<file path="config.mk">
export PLATFORM = sky130hd
export DESIGN_NAME = xlate_walker
export DESIGN_NICKNAME = d
export VERILOG_FILES = /design/src/rtl/xw_pkg.sv /design/src/rtl/xw_addr_gen.sv /design/src/rtl/xw_entry_dec.sv /design/src/rtl/xlate_walker.sv
export SDC_FILE = /design/constraint.sdc
export NUM_CORES = 1
export LEC_CHECK = 0
export ABC_AREA = 1
export BUFFER_PORTS_ARGS = -buffer_cell sky130_fd_sc_hd__buf_2
export CAP_MARGIN = 20
export CORE_ASPECT_RATIO = 2
export CORE_MARGIN = 5
export CORE_UTILIZATION = 45
export DETAILED_ROUTE_END_ITERATION = 16
export GPL_TIMING_DRIVEN = 0
export PLACE_DENSITY = 0.74
export REMOVE_ABC_BUFFERS = 1
export SLEW_MARGIN = 20
export SYNTH_ARGS = -nofsm -noshare
export SYNTH_HDL_FRONTEND = slang
export SYNTH_HIERARCHICAL = 1
export SYNTH_SLANG_ARGS = --single-unit
</file>
<file path="constraint.sdc">
create_clock -name clk -period 2.96 [get_ports clk]
set_clock_uncertainty 0.1 [all_clocks]
set_input_delay 0.592 -clock clk [delete_from_list [all_inputs] [get_ports clk]]
set_output_delay 0.592 -clock clk [all_outputs]
set_load 0.05 [all_outputs]
</file>
<file path="src/rtl/xw_pkg.sv">
package xw_pkg;
  localparam int LIN_W     = 32;
  localparam int PA_W      = 36;
  localparam int ENT_W     = 64;
  localparam int ROOT_HI_W = LIN_W - 5;
  localparam int PRES_BIT  = 0;
  localparam int BIG_BIT   = 7;

  typedef enum logic [1:0] {LV_PTR = 2'd0, LV_DIR = 2'd1, LV_TBL = 2'd2} lvl_e;

  // Byte address of the entry read at level lv.
  function automatic logic [PA_W-1:0] walk_addr(lvl_e lv, logic ext,
      logic [ROOT_HI_W-1:0] root_hi, logic [LIN_W-1:0] lin, logic [ENT_W-1:0] ent);
    case (lv)
      LV_PTR:  return {4'b0, root_hi, lin[31:30], 3'b000};
      LV_DIR:  return ext ? {ent[35:12], lin[29:21], 3'b000}
                          : {4'b0, root_hi[26:7], lin[31:22], 2'b00};
      default: return ext ? {ent[35:12], lin[20:12], 3'b000}
                          : {4'b0, ent[31:12], lin[21:12], 2'b00};
    endcase
  endfunction

  // Final physical address when entry ent ends the walk at level lv.
  function automatic logic [PA_W-1:0] leaf_addr(lvl_e lv, logic ext,
      logic [LIN_W-1:0] lin, logic [ENT_W-1:0] ent);
    if (lv == LV_DIR)
      return ext ? {ent[35:21], lin[20:0]} : {4'b0, ent[31:22], lin[21:0]};
    return ext ? {ent[35:12], lin[11:0]} : {4'b0, ent[31:12], lin[11:0]};
  endfunction

  function automatic logic is_leaf(lvl_e lv, logic big, logic [ENT_W-1:0] ent);
    return (lv == LV_TBL) || (lv == LV_DIR && big && ent[BIG_BIT]);
  endfunction

  function automatic lvl_e next_lvl(lvl_e lv);
    return (lv == LV_PTR) ? LV_DIR : LV_TBL;
  endfunction
endpackage

</file>
<file path="src/rtl/xw_addr_gen.sv">
module xw_addr_gen
  import xw_pkg::*;
(
  input  lvl_e                 lvl,
  input  logic                 ext,
  input  logic [ROOT_HI_W-1:0] root_hi,
  input  logic [LIN_W-1:0]     lin,
  input  logic [ENT_W-1:0]     prev_ent,
  output logic [PA_W-1:0]      addr
);
  assign addr = walk_addr(lvl, ext, root_hi, lin, prev_ent);
endmodule

</file>
<file path="src/rtl/xw_entry_dec.sv">
module xw_entry_dec
  import xw_pkg::*;
(
  input  lvl_e              lvl,
  input  logic              ext,
  input  logic              big,
  input  logic [LIN_W-1:0]  lin,
  input  logic [ENT_W-1:0]  raw,
  output logic [ENT_W-1:0]  ent,
  output logic              present,
  output logic              leaf,
  output logic [PA_W-1:0]   pa
);
  localparam int HALF = ENT_W / 2;

  // 32-bit entry modes see only the low half of the read data.
  assign ent     = ext ? raw : {{HALF{1'b0}}, raw[HALF-1:0]};
  assign present = ent[PRES_BIT];
  assign leaf    = is_leaf(lvl, big, ent);
  assign pa      = leaf_addr(lvl, ext, lin, ent);
endmodule

</file>
<file path="src/rtl/xlate_walker.sv">
module xlate_walker
  import xw_pkg::*;
(
  input  logic             clk,
  input  logic             rst_n,
  input  logic             req_valid,
  output logic             req_ready,
  input  logic [LIN_W-1:0] req_lin,
  input  logic [LIN_W-1:0] req_root,
  input  logic             req_ext,
  input  logic             req_big,
  output logic             done,
  output logic             fault,
  output logic [PA_W-1:0]  phys,
  output logic             mem_req_valid,
  input  logic             mem_req_ready,
  output logic [PA_W-1:0]  mem_req_addr,
  input  logic             mem_rsp_valid,
  input  logic [ENT_W-1:0] mem_rsp_data
);
  typedef enum logic [1:0] {S_IDLE, S_REQ, S_WAIT} st_e;

  st_e                  st;
  lvl_e                 lvl_q;
  logic [LIN_W-1:0]     lin_q;
  logic [ROOT_HI_W-1:0] root_q;
  logic                 ext_q, big_q;
  logic [ENT_W-1:0]     ent_q;

  // Named events for the checker.
  logic accept, issue_fire, rsp_take;
  logic [ENT_W-1:0] dec_ent;
  logic dec_present, dec_leaf;
  logic [PA_W-1:0] dec_pa;

  assign req_ready     = (st == S_IDLE);
  assign accept        = req_valid && req_ready;
  assign mem_req_valid = (st == S_REQ);
  assign issue_fire    = mem_req_valid && mem_req_ready;
  assign rsp_take      = (st == S_WAIT) && mem_rsp_valid;

  xw_addr_gen u_addr (
    .lvl(lvl_q), .ext(ext_q), .root_hi(root_q), .lin(lin_q),
    .prev_ent(ent_q), .addr(mem_req_addr)
  );

  xw_entry_dec u_dec (
    .lvl(lvl_q), .ext(ext_q), .big(big_q), .lin(lin_q), .raw(mem_rsp_data),
    .ent(dec_ent), .present(dec_present), .leaf(dec_leaf), .pa(dec_pa)
  );

  always_ff @(posedge clk or negedge rst_n) begin
    if (!rst_n) begin
      st     <= S_IDLE;
      lvl_q  <= LV_DIR;
      lin_q  <= '0;
      root_q <= '0;
      ext_q  <= 1'b0;
      big_q  <= 1'b0;
      ent_q  <= '0;
      done   <= 1'b0;
      fault  <= 1'b0;
      phys   <= '0;
    end else begin
      done <= 1'b0;
      case (st)
        S_IDLE: if (accept) begin
          lin_q  <= req_lin;
          root_q <= req_root[LIN_W-1:5];
          ext_q  <= req_ext;
          big_q  <= req_big;
          lvl_q  <= req_ext ? LV_PTR : LV_DIR;
          fault  <= 1'b0;
          phys   <= '0;
          st     <= S_REQ;
        end
        S_REQ: if (issue_fire) st <= S_WAIT;
        S_WAIT: if (rsp_take) begin
          ent_q <= dec_ent;
          if (!dec_present) begin
            fault <= 1'b1;
            done  <= 1'b1;
            st    <= S_IDLE;
          end else if (dec_leaf) begin
            phys <= dec_pa;
            done <= 1'b1;
            st   <= S_IDLE;
          end else begin
            lvl_q <= next_lvl(lvl_q);
            st    <= S_REQ;
          end
        end
        default: st <= S_IDLE;
      endcase
    end
  end
endmodule

</file>
======== Word level (Yosys, flattened, before mapping) ========
Cells that the tools add are included.
storage, ports and cells
  bits in registers ....................... 139
  input port bits ......................... 135
  output and inout bits ................... 76
  logic and storage cells ................. 71
operators by class
  eq/ne operators ......................... 11
  multiplexer cells ....................... 35
  reductions and logical operators ........ 15
operator list
  operator            count
  $mux 36             11
  $pmux 36 s2         2
  $mux 2              8
  $mux 1              11
  $ne 2x2->1 const B  5
  $reduce_and 5->1    2
  $pmux 2 s3          1
  $logic_and 1x1->1   5
  $eq 2x1->1 const B  2
  $eq 2x2->1 const B  2
  $logic_not 2->1     2
  $ne 2x1->1 const B  2
  $pmux 2 s2          1
  $reduce_and 2->1    2
  $reduce_and 4->1    1
  $reduce_and 3->1    1
  $pmux 1 s2          1
  $reduce_bool 2->1   1
  $logic_or 1x1->1    1

======== Logic depth before layout (Yosys ltp) ========
  depth after elaboration ................. 8
  mapped depth ............................ 10
  gate-level depth less buffers ........... 9

======== Modules after synthesis ========
The synthesis kept the hierarchy.
modules (own cells, without submodules)
  module        instances  cells an instance  area an instance (um^2)  seq. area each (um^2)
  xlate_walker  1          812                6,799.0                  4,180.3
  xw_entry_dec  1          168                912.1                    0.0
  xw_addr_gen   1          185                804.5                    0.0

======== Worst setup path before layout ========
Ideal clock, no wire load.
  kind .................................... register to output
  from .................................... register lvl_q[0]
  to ...................................... output port mem_req_addr[2]
  arrival time ............................ 1.624 ns
  required time ........................... 2.268 ns
  setup slack ............................. 0.644 ns
  stages on the path, launching flop included .. 5
  path buffers ............................ 0
  cell sequence ........................... dfstp_2 inv_2 nor2_4 nand2_1 a21oi_1
between the ends
  cells in the longest elaborated chain, start to end .. 2
  elaborated cells on any way between the ends .. 3
  those cells by class .................... eq/ne (1); mux (1); reduce/logical (1)
ends and longest elaborated chain
  what                                                  RTL line            source
  start, declared                                       xlate_walker.sv:24  lvl_e lvl_q;
  start signal, assigned                                xlate_walker.sv:72  lvl_q <= req_ext ? LV_PTR : LV_DIR;
  start signal, assigned                                xlate_walker.sv:89  lvl_q <= next_lvl(lvl_q);
  $eq 2x1->1 / $logic_not 2->1 (equally long branches)  xw_pkg.sv:14        case (lv)
  $pmux 36 s2 (*)                                       xw_pkg.sv:14
  end, declared                                         xlate_walker.sv:17  output logic [PA_W-1:0] mem_req_addr,
Mark *: on every way between the ends. The rest lies on a longest branch, timed or not.

======== Final worst setup path ========
  from .................................... register lvl_q[1]
  to ...................................... output port mem_req_addr[14]
The elaborated chain is that of the path after synthesis.

==> flow_metrics.env <==
export IMPL_dpl_cell_count=1190
export IMPL_drt_iter0_drc=251
export IMPL_drive_gt1_share_pct=21.9
export IMPL_num_antenna_cells=0
export IMPL_ant_nets=0
export IMPL_areaGrowthSynthToFinish_pct=16.9
export IMPL_viasPerCell=4.80
export IMPL_finalHoldViolations=0
export IMPL_rsz0062_at_grt="no"
export IMPL_port_buffers=165
export IMPL_critPathLaunchType="flop"
export IMPL_wire_per_inst_um=15.1
export IMPL_setup_viol_count_final=0
export IMPL_rrSetupSlack_ns=0.26
export IMPL_grt_pass1_wl_mm=29.4
export IMPL_die_y_um=182
export IMPL_slew_violations=0
export IMPL_max_cap_violations=0
export IMPL_totalPowerFinal_uw=10300
export IMPL_yosysWarnings=6
export IMPL_grt_start_max_net_pins=81
export IMPL_clock_path_buffers=2
export IMPL_dp_final_hpwl_mm=12.4
export IMPL_htree_levels=4
export IMPL_root_buffer="clkbuf_16"
export IMPL_cts_sinks=127
export IMPL_critPathCapture="mem_req_addr[14]"
export IMPL_die_area_um2=17500
export IMPL_dr_pass1_iters=4
export IMPL_start_util_pct=45.3
export IMPL_first_global_vias=5914
export IMPL_clk_pin_slew_ns=0.06
export IMPL_powerDensity_nw_per_um2=1320
export IMPL_syn_inst=931
export IMPL_cts_tree="done"
export IMPL_min_period_ns=2.84
export IMPL_fin_area_um2=7810
export IMPL_startpoint="lvl_q[1]"
export IMPL_wl_mm=18.5
export IMPL_worstMarginPinSlew_ns=0.964
export IMPL_ios=211
export IMPL_path_class="reg -> out"
export IMPL_fin_cells=1225
export IMPL_antenna_found_initial=1
export IMPL_slew_headroom_pct=35.6
export IMPL_cp_max_fo=21
export IMPL_required_ns=2.27
export IMPL_vias=5877
export IMPL_postLayoutCoreUtil_pct=53.0
export IMPL_r2r_cells=10
export IMPL_clk_insertion_delay_late_ns=0.41
export IMPL_place_area_um2=7180
export IMPL_syn_cell_area_um2=6680
export IMPL_grt_overflow=0
export IMPL_num_rows=63
export IMPL_crit_path_end_kind="output port"
export IMPL_die_x_um=96.1
export IMPL_r2r_start="lvl_q[0]"
export IMPL_fin_crit_sh_pct=95.9
export IMPL_min_path_type="in -> reg"
export IMPL_core_area_um2=14700
export IMPL_nets=1154
export IMPL_critical_path_arrival_ns=2.15
export IMPL_drc=0
export IMPL_track_usage_pct=22.0
export IMPL_finalWeightedCongestion=0.797
export IMPL_avgSynthCellArea_um2=7.17
export IMPL_r2r_end="phys[31]"
export IMPL_p_leak_uw=0.00467
export IMPL_numCtsBuffers=17
export IMPL_outcome="finished clean"
export IMPL_peakVddDrop_mv=0.762
export IMPL_fmax_mhz=352
-- state kept, by name (all words and copies together) (netlist names) --
register,flops
lin_q,32
done,1
big_q,1
phys,36
ent_q,24
lvl_q,2
root_q,27
fault,1
st,2
ext_q,1
-- final cells by class --
type / count / area (µm²)
fill: 1469 / 6930
sequential: 127 / 3180
multi-input combinational: 624 / 2570
timing repair buffer: 172 / 976
clock buffer: 23 / 478
inverter: 77 / 292
tap: 195 / 244
clock inverter: 7 / 62.6
-- stage by stage --
step	TNS, ns	setup slack [ns]	hold WS, ns
after floorplan	0	0.288	0.196
after global placement	-137.81	-0.872	0.354
after detailed placement	-20.71	-0.684	0.359
after CTS	0	0.0737	0.252
after global routing	0	0.00235	0.260
final	0	0.121	0.269
-- cell usage in the layout (no fill, tap or decap), drive strengths merged --
master and n:
a21oi 4, buf 171, bufinv 1, clkbuf 23
clkinv 5, clkinvlp 1, conb 2, dfrtp 126
dfstp 1, dlygate4sd3 1, inv 77, nand2 454
nand3 73, nand3b 1, nor2 49, o21ai 40
or2 1
-- worst max-delay path, cell delays in order, from the launching register on --
cell and delay [ns]:
dfrtp_2 0.61, inv_2 0.30, nand2_4 0.30, nand2_1 0.15, nand2_1 0.10, buf_2 0.26
-- power breakdown --
| part | switching [µW] | total [µW] | internal, µW |
|---|---|---|---|
| sequential | 517 | 2980 | 2460 |
| combinational | 4060 | 5390 | 1330 |
| clock | 727 | 1930 | 1200 |
-- routing by layer --
layer / GRT usage, % / vias up / wire length (µm)
li1: - / 2930 / -
met1: 24.0 / 2716 / 6990
met2: 38.7 / 181 / 9710
met3: 4.25 / 48 / 901
met4: 11.8 / 2 / 860
met5: 0 / - / 13
-- worst min-delay path by stage --
stage                           start        end  depth (start not counted)
after floorplan                 rst_n      big_q                          0
after global placement      ent_q[23]  ent_q[23]                          2
after detailed placement    ent_q[23]  ent_q[23]                          2
after CTS                 req_lin[21]  lin_q[21]                          3
after global routing      req_lin[21]  lin_q[21]                          3
final                     req_lin[21]  lin_q[21]                          3
-- repair_timing --
action | CTS | global route
buffers inserted | 0 | 3
endpoints found under the hold margin | 47 | 0
gates cloned | 1 | 0
setup endpoints to repair | 69 | 40
resized for setup | 7 | 1
pin swaps | 1 | 2
hold buffers | 1 | 0
(Power assumes the default switching activity.)
